===== src/rtl/hbg_pkg.sv =====
package hbg_pkg;
  typedef enum logic [1:0] {
    SEQ_HALT    = 2'd0,
    SEQ_REFRESH = 2'd1,
    SEQ_LOWER   = 2'd2,
    SEQ_RUN     = 2'd3
  } seq_state_e;

  localparam int unsigned NUM_LEGS = 2;
endpackage


===== src/rtl/hbg_seq.sv =====
module hbg_seq
  import hbg_pkg::*;
#(
  parameter int unsigned REFRESH_W = 16,
  parameter int unsigned UPPER_DLY = 24
) (
  input  logic clk,
  input  logic rst_n,
  input  logic halt,
  output logic active,
  output logic refresh,
  output logic upper_en
);
  localparam int unsigned CW = (UPPER_DLY < 2) ? 1 : $clog2(UPPER_DLY + 1);

  seq_state_e st_q, st_d;
  logic [CW-1:0] cnt_q, cnt_d;

  always_comb begin
    st_d  = st_q;
    cnt_d = cnt_q;
    unique case (st_q)
      SEQ_HALT: begin
        st_d  = SEQ_REFRESH;
        cnt_d = '0;
      end
      SEQ_REFRESH: begin
        cnt_d = cnt_q + 1'b1;
        if (cnt_q == CW'(REFRESH_W - 1)) st_d = SEQ_LOWER;
      end
      SEQ_LOWER: begin
        cnt_d = cnt_q + 1'b1;
        if (cnt_q == CW'(UPPER_DLY - 1)) st_d = SEQ_RUN;
      end
      default: st_d = SEQ_RUN;
    endcase
    if (halt) begin
      st_d  = SEQ_HALT;
      cnt_d = '0;
    end
  end

  always_ff @(posedge clk or negedge rst_n) begin
    if (!rst_n) begin
      st_q  <= SEQ_HALT;
      cnt_q <= '0;
    end else begin
      st_q  <= st_d;
      cnt_q <= cnt_d;
    end
  end

  assign active   = (st_q != SEQ_HALT);
  assign refresh  = (st_q == SEQ_REFRESH);
  assign upper_en = (st_q == SEQ_RUN);

  // the forced low-side pulse only ever starts out of the stopped state
  a_r10_refresh_from_halt: assert property (@(posedge clk) disable iff (!rst_n)
    $rose(refresh) |-> $past(st_q == SEQ_HALT));

  // a stop request ends the sequence at the next edge
  a_r10_halt_stops: assert property (@(posedge clk) disable iff (!rst_n)
    halt |=> !active);
endmodule


===== src/rtl/hbg_dly_gate.sv =====
module hbg_dly_gate #(
  parameter int unsigned DLY_W = 8
) (
  input  logic             clk,
  input  logic             rst_n,
  input  logic             want,
  input  logic             other_on,
  input  logic [DLY_W-1:0] dly,
  output logic             gate
);
  logic             gate_q, gate_d;
  logic [DLY_W-1:0] cnt_q, cnt_d;

  always_comb begin
    gate_d = gate_q;
    cnt_d  = cnt_q;
    if (!want) begin
      gate_d = 1'b0;
      cnt_d  = '0;
    end else if (!gate_q) begin
      if (other_on)          cnt_d  = '0;
      else if (cnt_q >= dly) gate_d = 1'b1;
      else                   cnt_d  = cnt_q + 1'b1;
    end
  end

  always_ff @(posedge clk or negedge rst_n) begin
    if (!rst_n) begin
      gate_q <= 1'b0;
      cnt_q  <= '0;
    end else begin
      gate_q <= gate_d;
      cnt_q  <= cnt_d;
    end
  end

  assign gate = gate_q;

  // a dropped request clears the output at the next edge
  a_r8_cancel_on_drop: assert property (@(posedge clk) disable iff (!rst_n)
    !want |=> !gate_q);

  // turn-on only after the opposite switch was seen off
  a_r5_r6_wait_opposite: assert property (@(posedge clk) disable iff (!rst_n)
    $rose(gate_q) |-> $past(!other_on));
endmodule


===== src/rtl/hbg_leg.sv =====
module hbg_leg #(
  parameter int unsigned DLY_W = 8
) (
  input  logic             clk,
  input  logic             rst_n,
  input  logic             en,
  input  logic             upper_en,
  input  logic             refresh,
  input  logic             hi_req,
  input  logic             lo_req,
  input  logic [DLY_W-1:0] hi_dly,
  input  logic [DLY_W-1:0] lo_dly,
  output logic             hi_on,
  output logic             lo_on
);
  logic hi_want, lo_want;
  logic hi_g, lo_g;

  // low-side request wins inside the leg
  assign hi_want = en & upper_en & hi_req & ~lo_req;
  assign lo_want = en & lo_req;

  hbg_dly_gate #(.DLY_W(DLY_W)) u_hi (
    .clk(clk), .rst_n(rst_n), .want(hi_want), .other_on(lo_on),
    .dly(hi_dly), .gate(hi_g)
  );

  hbg_dly_gate #(.DLY_W(DLY_W)) u_lo (
    .clk(clk), .rst_n(rst_n), .want(lo_want), .other_on(hi_g),
    .dly(lo_dly), .gate(lo_g)
  );

  assign hi_on = hi_g & upper_en;
  assign lo_on = lo_g | refresh;

  // never both switches of one leg
  a_r13_no_overlap: assert property (@(posedge clk) disable iff (!rst_n)
    !(hi_on && lo_on));

  // a low-side request keeps the high side off from the next edge
  a_r3_low_wins: assert property (@(posedge clk) disable iff (!rst_n)
    lo_req |=> !hi_g);
endmodule


===== src/rtl/hbridge_gate_ctrl.sv =====
module hbridge_gate_ctrl
  import hbg_pkg::*;
#(
  parameter int unsigned DLY_W     = 8,
  parameter int unsigned REFRESH_W = 16,
  parameter int unsigned UPPER_DLY = 24
) (
  input  logic             clk,
  input  logic             rst_n,
  input  logic             dis,
  input  logic             uv,
  input  logic [DLY_W-1:0] hi_dly,
  input  logic [DLY_W-1:0] lo_dly,
  input  logic             a_hi_req,
  input  logic             a_lo_req,
  input  logic             b_hi_req,
  input  logic             b_lo_req,
  output logic             a_hi_gate,
  output logic             a_lo_gate,
  output logic             b_hi_gate,
  output logic             b_lo_gate
);
  logic halt, active, refresh, upper_en, leg_en;
  logic [NUM_LEGS-1:0] hi_req_v, lo_req_v, hi_on_v, lo_on_v;

  assign halt     = dis | uv;
  assign leg_en   = active & ~halt;
  assign hi_req_v = {b_hi_req, a_hi_req};
  assign lo_req_v = {b_lo_req, a_lo_req};

  hbg_seq #(.REFRESH_W(REFRESH_W), .UPPER_DLY(UPPER_DLY)) u_seq (
    .clk(clk), .rst_n(rst_n), .halt(halt),
    .active(active), .refresh(refresh), .upper_en(upper_en)
  );

  for (genvar i = 0; i < NUM_LEGS; i++) begin : g_leg
    hbg_leg #(.DLY_W(DLY_W)) u_leg (
      .clk(clk), .rst_n(rst_n), .en(leg_en), .upper_en(upper_en),
      .refresh(refresh), .hi_req(hi_req_v[i]), .lo_req(lo_req_v[i]),
      .hi_dly(hi_dly), .lo_dly(lo_dly),
      .hi_on(hi_on_v[i]), .lo_on(lo_on_v[i])
    );
  end

  assign a_hi_gate = hi_on_v[0] & ~halt;
  assign a_lo_gate = lo_on_v[0] & ~halt;
  assign b_hi_gate = hi_on_v[1] & ~halt;
  assign b_lo_gate = lo_on_v[1] & ~halt;

  // checker-side count of edges since the last stop, saturating
  localparam int unsigned RLW = $clog2(UPPER_DLY + 2);
  logic [RLW-1:0] run_len_q;
  always_ff @(posedge clk or negedge rst_n) begin
    if (!rst_n)                                run_len_q <= '0;
    else if (halt)                             run_len_q <= '0;
    else if (run_len_q != RLW'(UPPER_DLY + 1)) run_len_q <= run_len_q + 1'b1;
  end

  // stop or fault clears every output in the same cycle
  a_r1_r2_halt_all_low: assert property (@(posedge clk) disable iff (!rst_n)
    halt |-> !(a_hi_gate || a_lo_gate || b_hi_gate || b_lo_gate));

  // the upper stage opens only after the full delay since release
  a_r11_upper_late: assert property (@(posedge clk) disable iff (!rst_n)
    upper_en |-> (run_len_q == RLW'(UPPER_DLY + 1)));

  // while the pulse runs, both low sides are on and both high sides off
  a_r10_pulse_shape: assert property (@(posedge clk) disable iff (!rst_n)
    (refresh && !halt) |-> (a_lo_gate && b_lo_gate && !a_hi_gate && !b_hi_gate));
endmodule


===== config.mk =====
export PLATFORM = sky130hd
export DESIGN_NAME = hbridge_gate_ctrl
export DESIGN_NICKNAME = d
export VERILOG_FILES = /design/src/rtl/hbg_pkg.sv /design/src/rtl/hbg_seq.sv /design/src/rtl/hbg_dly_gate.sv /design/src/rtl/hbg_leg.sv /design/src/rtl/hbridge_gate_ctrl.sv
export SDC_FILE = /design/constraint.sdc
export NUM_CORES = 1
export LEC_CHECK = 0
export BUFFER_PORTS_ARGS = -buffer_cell sky130_fd_sc_hd__buf_2
export CAP_MARGIN = 20
export CORE_UTILIZATION = 54
export DETAILED_ROUTE_END_ITERATION = 8
export PLACE_DENSITY = 0.76
export SETUP_SLACK_MARGIN = 0.2
export SYNTH_ARGS = -nofsm -noshare
export SYNTH_HDL_FRONTEND = slang
export SYNTH_SLANG_ARGS = --single-unit

===== constraint.sdc =====
create_clock -name clk -period 2.1 [get_ports clk]
set_input_delay 0.42 -clock clk [delete_from_list [all_inputs] [get_ports clk]]
set_output_delay 0.42 -clock clk [all_outputs]
set_load 0.1 [all_outputs]

==> out/qor.csv <==
stage,metric,value,unit
power_and_ir_drop,Pwr Density,413.7,mW/mm^2
floorplan,Initial Util,56.83,%
logic_synthesis,"Top FF cell, synth",dfrtp_1,
placement,routability cong.,0.9000,
critical_path,reg2reg end,g_leg[0].u_leg.u_hi.cnt_q[2]$_DFFE_PN0P_,
placement,Port Buf Inserts,27,
routing,wire per inst,16.98,um
timing,unrepaired setup endpoints after global routing,yes,
floorplan,core box area,0.005608,sq mm
timing,Highest Clock Rate,498.5,MHz
timing,final setup fails,0,
clock_network,clock slew at reported path FFs,0.09,ns
logic_synthesis,Synth warnings,0,
critical_path,CP Buf/Inv Count,0,
critical_path,max incr delay on CP,0.50,ns
timing,period utilization,95.52,%
logic_synthesis,most frequent cells after synthesis,"ha_1 (44), dfrtp_1 (43), inv_1 (37)",
critical_path,r2r worst-path depth,6,
routing,Total Wirelength,8543,um
power_and_ir_drop,Peak VDD IR,0.4877,mV
logic_synthesis,Syn Area/Cell,9.157,sq um
critical_path,R2R setup slack,0.09,ns
global_route,largest net degree at the start of global routing,21,
global_route,Congestion Overflow GR,0,
logic_synthesis,"Seq/Total Area, Yosys",33.77,%
floorplan,boundary pin count,28,
critical_path,crit path cell chain,"ha_1, nand4_1, nor2_2, a211o_1, or4_1, nand3_1",
critical_path,CP max FO,6,
final_layout,"Design Area, Final",0.004279,sq mm
placement,Area after DPL,0.003737,sq mm
critical_path,highest-delay cell along the critical path,or4_1,
power_and_ir_drop,leakage,0.002126,uW
clock_network,Sink Count,43,
timing,Slew Limit Headroom,68.52,%
critical_path,Worst path top cell family by delay,simple AND/OR/NAND/NOR gates,
final_layout,ANT cells,0,
routing,Residual DRC,0,
logic_synthesis,area of the mapped netlist,0.003187,sq mm
run,max-cap viol count,0,
logic_synthesis,most frequent cell after synthesis,ha_1,
floorplan,number of core rows,27,
critical_path,Crit. End Element,flop,
critical_path,Crit path depth,6,
placement,final HPWL from detailed placement,5648,um
clock_network,total CTS buffers,5,
logic_synthesis,post-synth top area cell,dfrtp_1,
critical_path,CP Capture Point,g_leg[0].u_leg.u_hi.cnt_q[2]$_DFFE_PN0P_,
timing,worst-margin pin slew,0.4704,ns
logic_synthesis,Mapped Cells,348,
critical_path,CP Class,reg2reg,
logic_synthesis,Syn Nets,416,
routing,1st-pass router iterations,4,
final_layout,share of layout cells above drive strength 1,35.27,%
timing,Final Max Tran Viols,0,
routing,vias,3037,
final_layout,Fill cells,362,
timing,final-report hold violation count,0,
floorplan,die area,0.006213,sq mm
logic_synthesis,share of the synthesized area in the top cell type,33.77,%
critical_path,CP arrival,2.25,ns
critical_path,Worst setup SP type,flop,
routing,via/cell ratio,6.038,
logic_synthesis,Cell variety after synth,53,
timing,Setup Skew,0.01171,ns
final_layout,Area Overhead vs Synth,34.28,%
status,outcome,completed,
logic_synthesis,Synth area leaders,"dfrtp_1 (34%), ha_1 (17%), a31oi_1 (4.5%)",
global_route,initial antenna violation count,0,
routing,post-route ant nets,0,
final_layout,net total in the final layout,498,
logic_synthesis,ys async rst share,100.0,%
global_route,global-route wire length before repair,13320,um
clock_network,H-Tree Depth,2,
routing,initial detailed-routing violation count,158,
global_route,vias in the first global route,2914,
clock_network,maximum clock insertion buffer count,2,
worst_hold_path,Hold WC Path Type,in2async,
logic_synthesis,number of flops mapped to enable cells by yosys,0,
critical_path,crit path from,g_leg[0].u_leg.u_hi.cnt_q[7]$_DFFE_PN0P_,
global_route,aggregate global-route resource usage,27.08,%
placement,dpl ws,-0.03858,ns
clock_network,Post-CTS Hold Fix Bufs,0,
final_layout,footprint of the multi-input gates,0.002255,sq mm
floorplan,Die Width,78.82,um
clock_network,TritonCTS clock tree,built,
final_layout,register area,0.001082,sq mm
logic_synthesis,Yosys reg bits,43,
clock_network,worst skew pair latency,0.31,ns
floorplan,Die Ht,78.82,um
critical_path,reg2reg start,g_leg[0].u_leg.u_hi.cnt_q[7]$_DFFE_PN0P_,
timing,minimum clock period,2.006,ns
timing,Final WS setup,0.09411,ns
critical_path,CP Data Required Time,2.35,ns
clock_network,CTS Root Cell,clkbuf_8,
## stage by stage
stage / total power (uW) / setup TNS, ns / hold WS [ns] / cells / utilization [%]
after floorplan: 957.3 / -0.01872 / 0.1244 / 348 / -
after global placement: 1036 / -0.002093 / 0.4001 / 465 / 66.64
after detailed placement: 1043 / -0.05969 / 0.4007 / 465 / 66.64
after CTS: 1744 / 0 / 0.07678 / 487 / 72.33
after global routing: 1829 / 0 / 0.09174 / 503 / 76.31
final: 1770 / 0 / 0.05731 / 503 / 76.31
## worst reg2reg max path: stages (launching register included)
cell     delay, ns
dfrtp_1       0.43
ha_1          0.34
nand4_1       0.15
nor2_2        0.09
a211o_1       0.34
or4_1         0.50
nand3_1       0.10
## power breakdown
part | switching [uW] | total [uW] | internal (uW) | leakage, uW
logic | 131 | 225 | 93.5 | 0.00147
clock network | 324 | 710 | 386 | 0.0000612
registers | 4.47 | 836 | 831 | 0.000592
## logic make-up after synthesis
family / after synthesis / share of synthesized area [%]
compound gates: 84 / 19.40
xor+xnor: 2 / 0.5498
fa+ha+maj: 44 / 17.28
buf+inv: 44 / 5.536
flops: 43 / 33.77
mux: 7 / 2.277
simple gates: 124 / 21.20
## worst min path at each step
stage                     start                                  endpoint  slack [ns]  depth (start not counted)
after floorplan           rst_n  g_leg[0].u_leg.u_hi.cnt_q[0]$_DFFE_PN0P_        0.12                          0
after global placement    rst_n  g_leg[0].u_leg.u_lo.cnt_q[1]$_DFFE_PN0P_        0.40                          1
after detailed placement  rst_n  g_leg[0].u_leg.u_lo.cnt_q[2]$_DFFE_PN0P_        0.40                          1
after CTS                 rst_n  g_leg[0].u_leg.u_lo.cnt_q[2]$_DFFE_PN0P_        0.08                          1
after global routing      rst_n  g_leg[0].u_leg.u_lo.cnt_q[1]$_DFFE_PN0P_        0.09                          1
final                     rst_n  g_leg[0].u_leg.u_hi.cnt_q[4]$_DFFE_PN0P_        0.06                          1
## layout make-up
| type | instances | share of cell area, % |
|---|---|---|
| timing repair buffer | 81 | 13.80 |
| multi-input combinational | 262 | 52.69 |
| tap | 72 | 2.105 |
| inverter | 37 | 3.363 |
| sequential | 43 | 25.29 |
| clock buffer | 6 | 1.930 |
| clock inverter | 2 | 0.8187 |
## registers in the layout, summed over array words and instances (netlist names)
| signal | count |
|---|---|
| g_leg.u_leg.u_lo.cnt_q | 16 |
| g_leg.u_leg.u_hi.gate | 2 |
| g_leg.u_leg.u_lo.gate | 2 |
| g_leg.u_leg.u_hi.cnt_q | 16 |
| u_seq.cnt_q | 5 |
| u_seq.st_q | 2 |
## what timing repair did
action	4_1_cts	5_1_grt
gates cloned	1	0
gates resized for setup	26	21
pin swaps	14	16
setup buffers	13	16
setup endpoints to repair	33	37
## layout by cell type, fill, tap and decap left out, types with 4 or more instances in the layout
master,count
o21ai_2,5
a31oi_1,22
nor2_4,4
buf_4,52
o211ai_1,8
nor2_1,22
nand2_1,23
and3_4,4
or3_1,8
clkbuf_8,6
inv_2,4
dfrtp_2,5
a211o_1,7
mux2i_1,5
nor2b_1,6
inv_1,31
a211oi_2,4
dfrtp_1,38
a21oi_1,5
ha_1,31
ha_4,10
o21ai_0,7
or4_1,4
nand3_1,18
buf_2,23
and3_1,8
buf_6,4
a21o_1,4
## per-layer routing
metal	GRT usage (%)	vias up	part of all wire [%]
li1	-	1456	-
met1	34.18	1481	43
met2	47.30	84	51
met3	4.598	16	3.8
met4	8.000	0	1.8
met5	0	-	0
Power figures use the tool's default switching activity.
